File: src/rtl/wrc_pkg.sv
package wrc_pkg;

  // default geometry of the controller
  localparam int unsigned WRC_APPS  = 3;
  localparam int unsigned WRC_CORES = 6;

  // outcome of one reallocation decision
  typedef enum logic [1:0] {
    DEC_IDLE    = 2'd0,
    DEC_MOVE    = 2'd1,
    DEC_NODONOR = 2'd2
  } wrc_dec_e;

  // application a core runs right after reset
  function automatic int unsigned home_app(input int unsigned core, input int unsigned apps);
    return core % apps;
  endfunction

endpackage

File: src/rtl/wrc_res_table.sv
module wrc_res_table #(
  parameter int unsigned NA      = 3,
  parameter int unsigned NC      = 6,
  parameter int unsigned UW      = 4,
  parameter int unsigned SW      = 4,
  parameter int unsigned SVC_RST = 1,
  localparam int unsigned AW     = (NA > 1) ? $clog2(NA) : 1,
  localparam int unsigned CW     = (NC > 1) ? $clog2(NC) : 1,
  localparam int unsigned WW     = UW + SW
) (
  input  logic                   clk,
  input  logic                   rst_n,
  input  logic                   rpt_vld,
  input  logic [CW-1:0]          rpt_core,
  input  logic [UW-1:0]          rpt_util,
  input  logic [SW-1:0]          rpt_svc,
  input  logic                   mv_en,
  input  logic [CW-1:0]          mv_core,
  input  logic [AW-1:0]          mv_app,
  output logic [NC-1:0][AW-1:0]  task_o,
  output logic [NC-1:0][WW-1:0]  wl_o
);
  import wrc_pkg::*;

  localparam logic [UW-1:0] UTIL_FULL = '1;
  localparam logic [WW-1:0] WL_RST    = WW'(UTIL_FULL) * WW'(SVC_RST);

  for (genvar c = 0; c < NC; c++) begin : g_core
    logic [AW-1:0] task_d, task_q;
    logic [UW-1:0] util_d, util_q;
    logic [SW-1:0] svc_d, svc_q;
    logic [WW-1:0] wl_d, wl_q;
    logic          rpt_hit, mv_hit;

    always_comb begin
      rpt_hit = rpt_vld && (rpt_core == CW'(c));
      mv_hit  = mv_en && (mv_core == CW'(c));
      task_d  = mv_hit ? mv_app : task_q;
      util_d  = rpt_hit ? rpt_util : util_q;
      svc_d   = rpt_hit ? rpt_svc : svc_q;
      wl_d    = WW'(util_d) * WW'(svc_d);
    end

    always_ff @(posedge clk or negedge rst_n) begin
      if (!rst_n) begin
        task_q <= AW'(home_app(c, NA));
        util_q <= UTIL_FULL;
        svc_q  <= SW'(SVC_RST);
        wl_q   <= WL_RST;
      end else begin
        if (mv_hit) task_q <= task_d;
        if (rpt_hit) begin
          util_q <= util_d;
          svc_q  <= svc_d;
          wl_q   <= wl_d;
        end
      end
    end

    assign task_o[c] = task_q;
    assign wl_o[c]   = wl_q;
  end

endmodule

File: src/rtl/wrc_donor_pick.sv
module wrc_donor_pick #(
  parameter int unsigned NA  = 3,
  parameter int unsigned NC  = 6,
  parameter int unsigned WW  = 8,
  localparam int unsigned AW = (NA > 1) ? $clog2(NA) : 1,
  localparam int unsigned CW = (NC > 1) ? $clog2(NC) : 1,
  localparam int unsigned NW = CW + 1
) (
  input  logic                   clk,
  input  logic                   rst_n,
  input  logic [NC-1:0][AW-1:0]  task_i,
  input  logic [NC-1:0][WW-1:0]  wl_i,
  input  logic [NA-1:0]          over_i,
  output logic                   don_vld,
  output logic [CW-1:0]          don_core
);

  logic [NW-1:0] cnt [NA];
  logic [WW-1:0] best;
  logic          ok;

  // cores per application
  always_comb begin
    for (int a = 0; a < NA; a++) begin
      cnt[a] = '0;
      for (int c = 0; c < NC; c++) begin
        if (task_i[c] == AW'(a)) cnt[a] = cnt[a] + NW'(1);
      end
    end
  end

  // least loaded qualifying core, lowest index on ties
  always_comb begin
    don_vld  = 1'b0;
    don_core = '0;
    best     = '0;
    for (int c = 0; c < NC; c++) begin
      ok = (int'(task_i[c]) < NA) && !over_i[task_i[c]] && (cnt[task_i[c]] >= NW'(2));
      if (ok && (!don_vld || (wl_i[c] < best))) begin
        don_vld  = 1'b1;
        don_core = CW'(c);
        best     = wl_i[c];
      end
    end
  end

  // donor application is not overloaded
  p_donor_not_hot_r5: assert property (@(posedge clk) disable iff (!rst_n)
    don_vld |-> !over_i[task_i[don_core]]);

  // donor application keeps at least one core
  p_donor_keeps_one_r5: assert property (@(posedge clk) disable iff (!rst_n)
    don_vld |-> (cnt[task_i[don_core]] >= NW'(2)));

endmodule

File: src/rtl/wrc_task_map.sv
module wrc_task_map #(
  parameter int unsigned NA   = 3,
  parameter int unsigned NC   = 6,
  parameter int unsigned IW   = 16,
  localparam int unsigned AW  = (NA > 1) ? $clog2(NA) : 1
) (
  input  logic                   clk,
  input  logic                   rst_n,
  input  logic [IW-1:0]          intv_i,
  input  logic [NC-1:0][AW-1:0]  task_i,
  input  logic [AW-1:0]          q_app_i,
  output logic [NC-1:0]          q_row_o
);
  import wrc_pkg::*;

  logic [IW-1:0]         cnt_d, cnt_q, last;
  logic                  tick;
  logic [NA-1:0][NC-1:0] row_d, row_q;

  always_comb begin
    last  = (intv_i == '0) ? '0 : (intv_i - IW'(1));
    tick  = (cnt_q >= last);
    cnt_d = tick ? '0 : (cnt_q + IW'(1));
    for (int a = 0; a < NA; a++) begin
      for (int c = 0; c < NC; c++) begin
        row_d[a][c] = (task_i[c] == AW'(a));
      end
    end
  end

  always_ff @(posedge clk or negedge rst_n) begin
    if (!rst_n) begin
      cnt_q <= '0;
      for (int a = 0; a < NA; a++) begin
        for (int c = 0; c < NC; c++) begin
          row_q[a][c] <= (home_app(c, NA) == a);
        end
      end
    end else begin
      cnt_q <= cnt_d;
      if (tick) row_q <= row_d;
    end
  end

  assign q_row_o = (int'(q_app_i) < NA) ? row_q[q_app_i] : '0;

  // after each refresh every core sits in exactly one row
  for (genvar c = 0; c < NC; c++) begin : g_col
    logic [NA-1:0] col;
    for (genvar a = 0; a < NA; a++) begin : g_bit
      assign col[a] = row_q[a][c];
    end
    p_core_single_row_r9: assert property (@(posedge clk) disable iff (!rst_n)
      $countones(col) == 1);
  end

endmodule

File: src/rtl/wrc_realloc_ctrl.sv
module wrc_realloc_ctrl #(
  parameter int unsigned NUM_APPS  = wrc_pkg::WRC_APPS,
  parameter int unsigned NUM_CORES = wrc_pkg::WRC_CORES,
  parameter int unsigned QLEN_W    = 8,
  parameter int unsigned UTIL_W    = 4,
  parameter int unsigned SVC_W     = 4,
  parameter int unsigned INTV_W    = 16,
  parameter int unsigned SVC_RST   = 1,
  localparam int unsigned AW       = (NUM_APPS > 1) ? $clog2(NUM_APPS) : 1,
  localparam int unsigned CW       = (NUM_CORES > 1) ? $clog2(NUM_CORES) : 1,
  localparam int unsigned WW       = UTIL_W + SVC_W
) (
  input  logic                             clk,
  input  logic                             rst_n,
  input  logic [NUM_APPS-1:0][QLEN_W-1:0]  q_len_i,
  input  logic [QLEN_W-1:0]                thresh_i,
  input  logic [INTV_W-1:0]                intv_i,
  input  logic                             rpt_vld_i,
  input  logic [CW-1:0]                    rpt_core_i,
  input  logic [UTIL_W-1:0]                rpt_util_i,
  input  logic [SVC_W-1:0]                 rpt_svc_i,
  input  logic [AW-1:0]                    pkt_app_i,
  output logic [NUM_CORES-1:0]             pkt_row_o,
  output logic                             mv_vld_o,
  output logic [CW-1:0]                    mv_core_o,
  output logic [AW-1:0]                    mv_task_o,
  output logic                             warn_o,
  output logic [NUM_APPS-1:0][QLEN_W-1:0]  warn_qlen_o
);
  import wrc_pkg::*;

  // reset: asserted at once, released on a clock edge
  logic rs1_q, rs2_q, rst_core_n;
  always_ff @(posedge clk or negedge rst_n) begin
    if (!rst_n) begin
      rs1_q <= 1'b0;
      rs2_q <= 1'b0;
    end else begin
      rs1_q <= 1'b1;
      rs2_q <= rs1_q;
    end
  end
  assign rst_core_n = rs2_q;

  logic [NUM_CORES-1:0][AW-1:0] task_w;
  logic [NUM_CORES-1:0][WW-1:0] wl_w;
  logic [NUM_APPS-1:0]          over;
  logic                         don_vld;
  logic [CW-1:0]                don_core;
  logic                         tgt_vld;
  logic [AW-1:0]                tgt_app;
  wrc_dec_e                     dec;
  logic                         mv_en;

  logic [NUM_APPS-1:0][INTV_W-1:0] cool_d, cool_q;
  logic                            mv_vld_d, mv_vld_q;
  logic [CW-1:0]                   mv_core_d, mv_core_q;
  logic [AW-1:0]                   mv_task_d, mv_task_q;
  logic                            warn_d, warn_q;
  logic [NUM_APPS-1:0][QLEN_W-1:0] wqlen_d, wqlen_q;

  // overload detection and target choice
  always_comb begin
    tgt_vld = 1'b0;
    tgt_app = '0;
    for (int a = 0; a < NUM_APPS; a++) begin
      over[a] = (q_len_i[a] > thresh_i);
      if (!tgt_vld && over[a] && (cool_q[a] == '0)) begin
        tgt_vld = 1'b1;
        tgt_app = AW'(a);
      end
    end
    if (!tgt_vld)     dec = DEC_IDLE;
    else if (don_vld) dec = DEC_MOVE;
    else              dec = DEC_NODONOR;
    mv_en = (dec == DEC_MOVE);
  end

  wrc_res_table #(
    .NA(NUM_APPS), .NC(NUM_CORES), .UW(UTIL_W), .SW(SVC_W), .SVC_RST(SVC_RST)
  ) u_table (
    .clk(clk), .rst_n(rst_core_n),
    .rpt_vld(rpt_vld_i), .rpt_core(rpt_core_i), .rpt_util(rpt_util_i), .rpt_svc(rpt_svc_i),
    .mv_en(mv_en), .mv_core(don_core), .mv_app(tgt_app),
    .task_o(task_w), .wl_o(wl_w)
  );

  wrc_donor_pick #(
    .NA(NUM_APPS), .NC(NUM_CORES), .WW(WW)
  ) u_pick (
    .clk(clk), .rst_n(rst_core_n),
    .task_i(task_w), .wl_i(wl_w), .over_i(over),
    .don_vld(don_vld), .don_core(don_core)
  );

  wrc_task_map #(
    .NA(NUM_APPS), .NC(NUM_CORES), .IW(INTV_W)
  ) u_map (
    .clk(clk), .rst_n(rst_core_n),
    .intv_i(intv_i), .task_i(task_w),
    .q_app_i(pkt_app_i), .q_row_o(pkt_row_o)
  );

  // next state of hold-off counters and outputs
  always_comb begin
    for (int a = 0; a < NUM_APPS; a++) begin
      if (mv_en && (tgt_app == AW'(a))) cool_d[a] = intv_i;
      else if (cool_q[a] != '0)        cool_d[a] = cool_q[a] - INTV_W'(1);
      else                             cool_d[a] = '0;
    end
    mv_vld_d  = mv_en;
    mv_core_d = don_core;
    mv_task_d = tgt_app;
    warn_d    = |over;
    wqlen_d   = q_len_i;
  end

  always_ff @(posedge clk or negedge rst_core_n) begin
    if (!rst_core_n) begin
      cool_q    <= '0;
      mv_vld_q  <= 1'b0;
      mv_core_q <= '0;
      mv_task_q <= '0;
      warn_q    <= 1'b0;
      wqlen_q   <= '0;
    end else begin
      cool_q   <= cool_d;
      mv_vld_q <= mv_vld_d;
      warn_q   <= warn_d;
      if (mv_en) begin
        mv_core_q <= mv_core_d;
        mv_task_q <= mv_task_d;
      end
      if (warn_d) wqlen_q <= wqlen_d;
    end
  end

  assign mv_vld_o    = mv_vld_q;
  assign mv_core_o   = mv_core_q;
  assign mv_task_o   = mv_task_q;
  assign warn_o      = warn_q;
  assign warn_qlen_o = wqlen_q;

  // a move is only ever issued under a warning
  p_move_has_warn_r6: assert property (@(posedge clk) disable iff (!rst_core_n)
    mv_vld_q |-> warn_q);

  // the moved core runs the announced task in the table
  p_move_in_table_r7: assert property (@(posedge clk) disable iff (!rst_core_n)
    mv_vld_q |-> (task_w[mv_core_q] == mv_task_q));

  // no back-to-back moves for one application
  p_hold_off_r8: assert property (@(posedge clk) disable iff (!rst_core_n)
    (mv_en && (intv_i > INTV_W'(1))) |=> !(mv_en && (tgt_app == $past(tgt_app))));

  // at most one target per clock, and it is overloaded
  p_target_hot_r11: assert property (@(posedge clk) disable iff (!rst_core_n)
    mv_en |-> over[tgt_app]);

endmodule

File: config.mk
export PLATFORM = sky130hd
export DESIGN_NAME = wrc_realloc_ctrl
export DESIGN_NICKNAME = d
export VERILOG_FILES = /design/src/rtl/wrc_pkg.sv /design/src/rtl/wrc_res_table.sv /design/src/rtl/wrc_donor_pick.sv /design/src/rtl/wrc_task_map.sv /design/src/rtl/wrc_realloc_ctrl.sv
export SDC_FILE = /design/constraint.sdc
export NUM_CORES = 1
export LEC_CHECK = 0
export BUFFER_PORTS_ARGS = -buffer_cell sky130_fd_sc_hd__buf_2
export CORE_ASPECT_RATIO = 0.6
export CORE_MARGIN = 2
export CORE_UTILIZATION = 55
export CTS_CLUSTER_DIAMETER = 80
export DETAILED_ROUTE_END_ITERATION = 8
export GPL_TIMING_DRIVEN = 1
export HOLD_SLACK_MARGIN = 0.15
export PLACE_DENSITY = 0.78
export SETUP_SLACK_MARGIN = 0.3
export SLEW_MARGIN = 20
export SYNTH_ARGS = -nofsm -noshare
export SYNTH_HDL_FRONTEND = slang
export SYNTH_SLANG_ARGS = --single-unit
export TNS_END_PERCENT = 10
File: constraint.sdc
create_clock -name clk -period 7.9 [get_ports clk]
set_input_delay 1.975 -clock clk [delete_from_list [all_inputs] [get_ports clk]]
set_output_delay 1.975 -clock clk [all_outputs]
set_load 0.05 [all_outputs]
# Yosys cells after proc, flatten, opt, wreduce, memory -nomap -nowiden
# Index checks and enable logic that the tools add are counted.
[word_totals] latch_bits=0 mem_bits_rw=0 n_memories=0 output_inout_bits=37 ff_bits=223 elab_cells=298 input_bits=64 rom_bits=0
[op_classes] mux=94 addsub=20 div_mod_pow=0 n_bitwise=6 eq_ne=25 reduce_logical=72 n_shift=0 magnitude_cmp=35 mul=6
[ops] operator="$mux 4" n=39
[ops] operator="$mux 16" n=8
[ops] operator="$logic_not 16->1" n=4
[ops] operator="$sub 16x1->16 const B" n=4
[ops] operator="$add 4x1->4 const B" n=12
[ops] operator="$bmux 4 s2" n=6
[ops] operator="$mul 4x4->8" n=6
[ops] operator="$reduce_bool 16->1" n=3
[ops] operator="$lt 8x8->1" n=5
[ops] operator="$mux 8" n=5
[ops] operator="$logic_and 1x1->1" n=37
[ops] operator="$ge 4x2->1 const B" n=6
[ops] operator="$gt 8x8->1" n=3
[ops] operator="$lt 2x3->1 const B" n=7
[ops] operator="$mux 1" n=20
[ops] operator="$ge 3x3->1 const B" n=6
[ops] operator="$not 2->3" n=6
[ops] operator="$add 16x1->16 const B" n=1
[ops] operator="$eq 2x1->1 const B" n=8
[ops] operator="$ge 16x16->1" n=1
[ops] operator="$eq 2x2->1 const B" n=7
[ops] operator="$logic_not 2->1" n=7
[ops] operator="$lt 2x2->1 const B" n=7
[ops] operator="$logic_not 1->1" n=13
[ops] operator="12 further kinds" n=37

# Logic depth before layout (Yosys ltp)
[logic_depth] depth_word=43 ltp_mapped=72 ltp_nobuf=68

# By module
# Synthesis repeated with hierarchy kept, for this count alone.
[hier_totals] cells_unflattened=1710 area_unflattened_um2=16711.0
[by_module_without_submodules] module="wrc_res_table" cells_per_inst=641 seq_area_each_um2=2775.2 area_per_inst_um2=6810.3 n_inst=1
[by_module_without_submodules] module="wrc_realloc_ctrl" cells_per_inst=434 seq_area_each_um2=2026.9 area_per_inst_um2=4499.3 n_inst=1
[by_module_without_submodules] module="wrc_donor_pick" cells_per_inst=386 seq_area_each_um2=0.0 area_per_inst_um2=3009.1 n_inst=1
[by_module_without_submodules] module="wrc_task_map" cells_per_inst=249 seq_area_each_um2=858.3 area_per_inst_um2=2392.3 n_inst=1

# Worst setup path after synthesis
# OpenSTA, ideal clock, no wires.
[synth_path] path_type="input -> register" start="in thresh_i[6]" end="reg u_table.g_core[1].task_q[1]" slack_ps=-4571 path_stages=60 required_time_ps=7775 n_path_buf=4 arrival_time_ps=12347 setup_time_ps=125 cell_sequence="inv_1 > ha_1 > a21o_1 > a21oi_1 > o2111a_1 > nor2_1 > a311o_1 > and2_4 > o21ai_2 > nand2_1 > ha_1 > a21o_1 > a21oi_1 > nor2_1 > nor2_1 > nand2_1 > a21oi_1 > o21a_1 > (+24 left out) > a21o_1 > a21o_1 > a21oi_1 > o21a_1 > a31oi_1 > nor2b_1 > a211o_1 > clkbuf_1 > clkbuf_1 > mux2_2 > ha_1 > and4_1 > o211ai_1 > a211oi_2 > nor3b_1 > a222oi_1 > or4b_1 > mux2_2"
[synth_between] elab_chain_cells=31 word_cells_on_any_way=85 cone_classes="8 x order compare; 2 x eq/ne; 34 x mux; 41 x reduce/logical"
[synth_lines] element="from (decl)" line_no="wrc_realloc_ctrl.sv:16" rtl="input logic [QLEN_W-1:0] thresh_i,"
[synth_lines] element="$gt 8x8->1" line_no="wrc_realloc_ctrl.sv:67" rtl="over[a] = (q_len_i[a] > thresh_i);"
[synth_lines] element="$bmux 1 s2" line_no="wrc_donor_pick.sv:38" rtl="ok = (int'(task_i[c]) < NA) && !over_i[task_i[c]] && (cnt[task_i[c]] >= NW'(2));"
[synth_lines] element="$mux 1 (implied by the code)" line_no="wrc_donor_pick.sv:38"
[synth_lines] element="$logic_not 1->1" line_no="wrc_donor_pick.sv:38"
[synth_lines] element="$logic_and 1x1->1 (2 in series)" line_no="wrc_donor_pick.sv:38"
[synth_lines] element="$mux 8 or $mux 1 (tied branches)" line_no="wrc_donor_pick.sv:39" rtl="if (ok && (!don_vld || (wl_i[c] < best))) begin"
[synth_lines] element="$lt 8x8->1 or $logic_not 1->1 (tied branches)" line_no="wrc_donor_pick.sv:39"
[synth_lines] element="$logic_or 1x1->1" line_no="wrc_donor_pick.sv:39"
[synth_lines] element="(+14 left out)"
[synth_lines] element="$lt 8x8->1 or $logic_not 1->1 (tied branches)" line_no="wrc_donor_pick.sv:39"
[synth_lines] element="$logic_or 1x1->1" line_no="wrc_donor_pick.sv:39"
[synth_lines] element="$logic_and 1x1->1" line_no="wrc_donor_pick.sv:39"
[synth_lines] element="$mux 1" line_no="wrc_donor_pick.sv:39"
[synth_lines] element="$mux 2" line_no="wrc_realloc_ctrl.sv:74" rtl="else if (don_vld) dec = DEC_MOVE;"
[synth_lines] element="$mux 2" line_no="wrc_realloc_ctrl.sv:73" rtl="if (!tgt_vld) dec = DEC_IDLE;"
[synth_lines] element="$eq 2x1->1" line_no="wrc_realloc_ctrl.sv:76" rtl="mv_en = (dec == DEC_MOVE);"
[synth_lines] element="$logic_and 1x1->1" line_no="wrc_res_table.sv:37" rtl="mv_hit = mv_en && (mv_core == CW'(c));"
[synth_lines] element="to (signal assigned)" line_no="wrc_res_table.sv:46" rtl="task_q <= AW'(home_app(c, NA));"
[synth_lines] element="to (signal assigned)" line_no="wrc_res_table.sv:51" rtl="if (mv_hit) task_q <= task_d;"
[synth_lines] element="to (decl)" line_no="wrc_res_table.sv:29" rtl="logic [AW-1:0] task_d, task_q;"
# Several ways; a longest one is shown, not always the timed one. The select of a mux whose other input is x is not followed.
# A chain may end at the register's enable or synchronous reset.

==> flow_metrics.tcl <==
set metrics [dict create \
    r2r-end "u_table.g_core[1].task_q[1]" \
    clkTransAtPathRegs_ns 0.06 \
    clkPwrFrac 0.140 \
    path_class "register to register" \
    period_share 1.59 \
    crit_buf_inv 9 \
    hpwl_mm 31.7 \
    r2r_cells 65 \
    outcome "finished, violations left" \
    reg2reg_slack_ns -4.68 \
    switching_share 0.408 \
    cp-start-kind "register" \
    die_area_sq_um 30000 \
    seqPwrFrac 0.197 \
    synth-edff-count 0 \
    postRouteAntennaNets 0 \
    antennaDiodeCount 0 \
    ir_drop_mv 0.393 \
    min_from "rs1_q" \
    clk_latency_ns 0.55 \
    fin_worst_skew_ns 0.0232 \
    core-area_sq_um 27900 \
    drt_iter0_drc 1374 \
    holdPathStages 0 \
    rsz0062_at_grt "yes" \
    die_x_microns 222 \
    final_common_cell "buf_4" \
    cts_hold_buf 0 \
    syn_area_sq_um 15700 \
    leakagePower_nw 10.0 \
    route.vias.total 13856 \
    synth-main-ff-cell "dfrtp_1" \
    clock-root-buffer "clkbuf_16" \
    ys_types 86 \
    worstMarginPinSlew_ns 1.10 \
    hold_viol 0 \
    async_reset_ff_frac 1.00 \
    clk_path_buf_depth 3 \
    cts_buffers 24 \
    vias_per_cell 5.84 \
    hold_slack_ns 0.359 \
    rows 47 \
    grt_usage 0.296 \
    ys_seq_elements 223 \
    cp.required_ns 8.34 \
    fmax_ghz 0.0795 \
    dp_slack_ns -4.76 \
    start_util 0.565 \
    cpMaxStageDelayCell "dfstp_2" \
    cp_top_family "compound AO/OA/AOI/OAI gates" \
    maxSlewHeadroom 0.262 \
    drive_above_1_share 0.329 \
    wl_per_cell_microns 20.1 \
    crit_arrival_ns 13.02 \
    cpPeakStageDelay_ns 0.56 \
    syn_inst 1661 \
    pwr-share-comb 0.664 \
    p_switching_mw 3.29 \
    finalSetupViolations 33 \
    first_pass_iters 8 \
    fp.dieH_microns 135 \
    syn_to_final_growth_pct 27.5 \
    cts.sinks 223 \
    p_int_mw 4.77 \
    cts_tree "done" \
    setup_slack_ns -4.68 \
    violations "negative setup slack" \
    layout_min_cycle_time_ns 12.58 \
    htreeDepth 1 \
    synth_fp_nets 1919 \
    grt_pass1_wl_mm 71.5 \
    grt_pass1_vias 13687 \
    final_nets 2244 \
    p_per_area_nw_per_um2 401 \
    min-delay-path-class "register to register" \
    seq_area_frac_synth 0.360 \
    cap_violations 0 \
    wirelength_mm 47.7 \
    drc 0 \
    grt-ovfl-total 0 \
    crit_path_end_kind "register" \
    pin_count 101 \
    critPathMaxFanout 7 \
    most-common-layout-cells "232 x buf_4, 213 x nand2_1, 158 x dfrtp_1" \
    slew_violations 0 \
    grt_max_degree 168 \
    antenna_found_initial 0 \
    place_congestion 0.928 \
    r2r-start "u_table.g_core[1].task_q[0]" \
    avgSynthCellArea_sq_um 9.48 \
    holdPathEnd "rs2_q" \
    ys_warn_count 0 \
    portBuffers 100 \
]
-- cell type report --
type / count / area [sq um]
Inverter: 146 / 573
Clock inverter: 9 / 83.8
Tap cell: 367 / 459
Clock buffer: 35 / 682
Fill cell: 1879 / 7810
Timing Repair Buffer: 347 / 2430
Sequential cell: 223 / 5660
Multi-Input combinational cell: 1244 / 10200
-- per-stage QoR --
stage	utilization	TNS (ns)	cells	area, sq um	total power, mW
detailed placement	0.648	-67.82	2249	18100	5.24
floorplan	-	-56.50	1661	16000	4.00
finish	0.720	-69.46	2371	20100	8.05
global route	0.720	-83.59	2371	20100	8.49
global placement	0.648	-62.07	2249	18100	5.06
CTS	0.699	-58.99	2353	19500	7.04
-- metal layers --
layer  track usage  vias to the layer above  wire length (microns)
met5             0                        -                      0
met3        0.0768                      150                   4850
met4        0.0712                        0                   1440
li1              -                     6332                      -
met2         0.450                      675                  21000
met1         0.423                     6699                  20400
-- power by group through the flow --
stage	registers, mW	logic [mW]	clock network, mW
2_1_floorplan	1.64	2.36	0
3_3_place_gp	1.56	3.50	0
3_5_place_dp	1.56	3.68	0
4_1_cts	1.56	4.34	1.14
5_1_grt	1.60	5.71	1.18
6_report	1.58	5.34	1.13
-- cells in the mapped netlist (all sizes together), types with 40 or more instances --
cell type	instances	area share
ha	170	0.14
nand2	221	0.053
dfstp	64	0.11
mux2	68	0.049
inv	146	0.035
o21ai	106	0.034
dfrtp	159	0.25
a21o	52	0.025
a21oi	42	0.013
xnor2	40	0.023
mux2i	69	0.044
nor2	132	0.032
xor2	53	0.029
-- sequential cells by signal, summed over array words and instances (netlist names) --
signal                 count
u_map.g_col.col           18
u_table.g_core.task_q     12
mv_vld_o                   1
u_table.g_core.util_q     24
warn_qlen_o               24
mv_core_o                  3
cool_q                    48
rs1_q                      1
u_table.g_core.wl_q       48
u_map.cnt_q               16
u_table.g_core.svc_q      24
mv_task_o                  2
warn_o                     1
rs2_q                      1
-- logic make-up after synthesis --
logic type | count (synthesis) | share of synthesized area
compound gates | 276 | 0.117
xor+xnor | 97 | 0.0579
fa+ha+maj | 194 | 0.166
buf+inv | 195 | 0.0476
flops | 223 | 0.360
mux | 137 | 0.0925
other cells | 1 | 0.000238
simple gates | 538 | 0.160
-- how the worst max path moves through the flow --
stage | startpoint | endpoint | slack (ns) | cells past startpoint
after floorplan | thresh_i[6] | u_table.g_core[1].task_q[1] | -4.06 | 60
after global placement | thresh_i[6] | u_table.g_core[1].task_q[1] | -4.33 | 58
after detailed placement | thresh_i[6] | u_table.g_core[1].task_q[1] | -4.76 | 58
after CTS | u_table.g_core[0].task_q[0] | u_table.g_core[1].task_q[1] | -4.12 | 68
after global routing | u_table.g_core[1].task_q[0] | u_table.g_core[1].task_q[1] | -5.11 | 65
final | u_table.g_core[1].task_q[0] | u_table.g_core[1].task_q[1] | -4.68 | 65
-- repair_timing --
action | 4_1_cts | 5_1_grt
pin swaps | 37 | 54
setup buffers | 59 | 17
gates resized for setup | 49 | 82
endpoints found under the hold margin | 0 | 0
setup endpoints to repair | 15 | 65
gates cloned | 1 | 0
No activity file was read; power rests on OpenSTA's default activity.
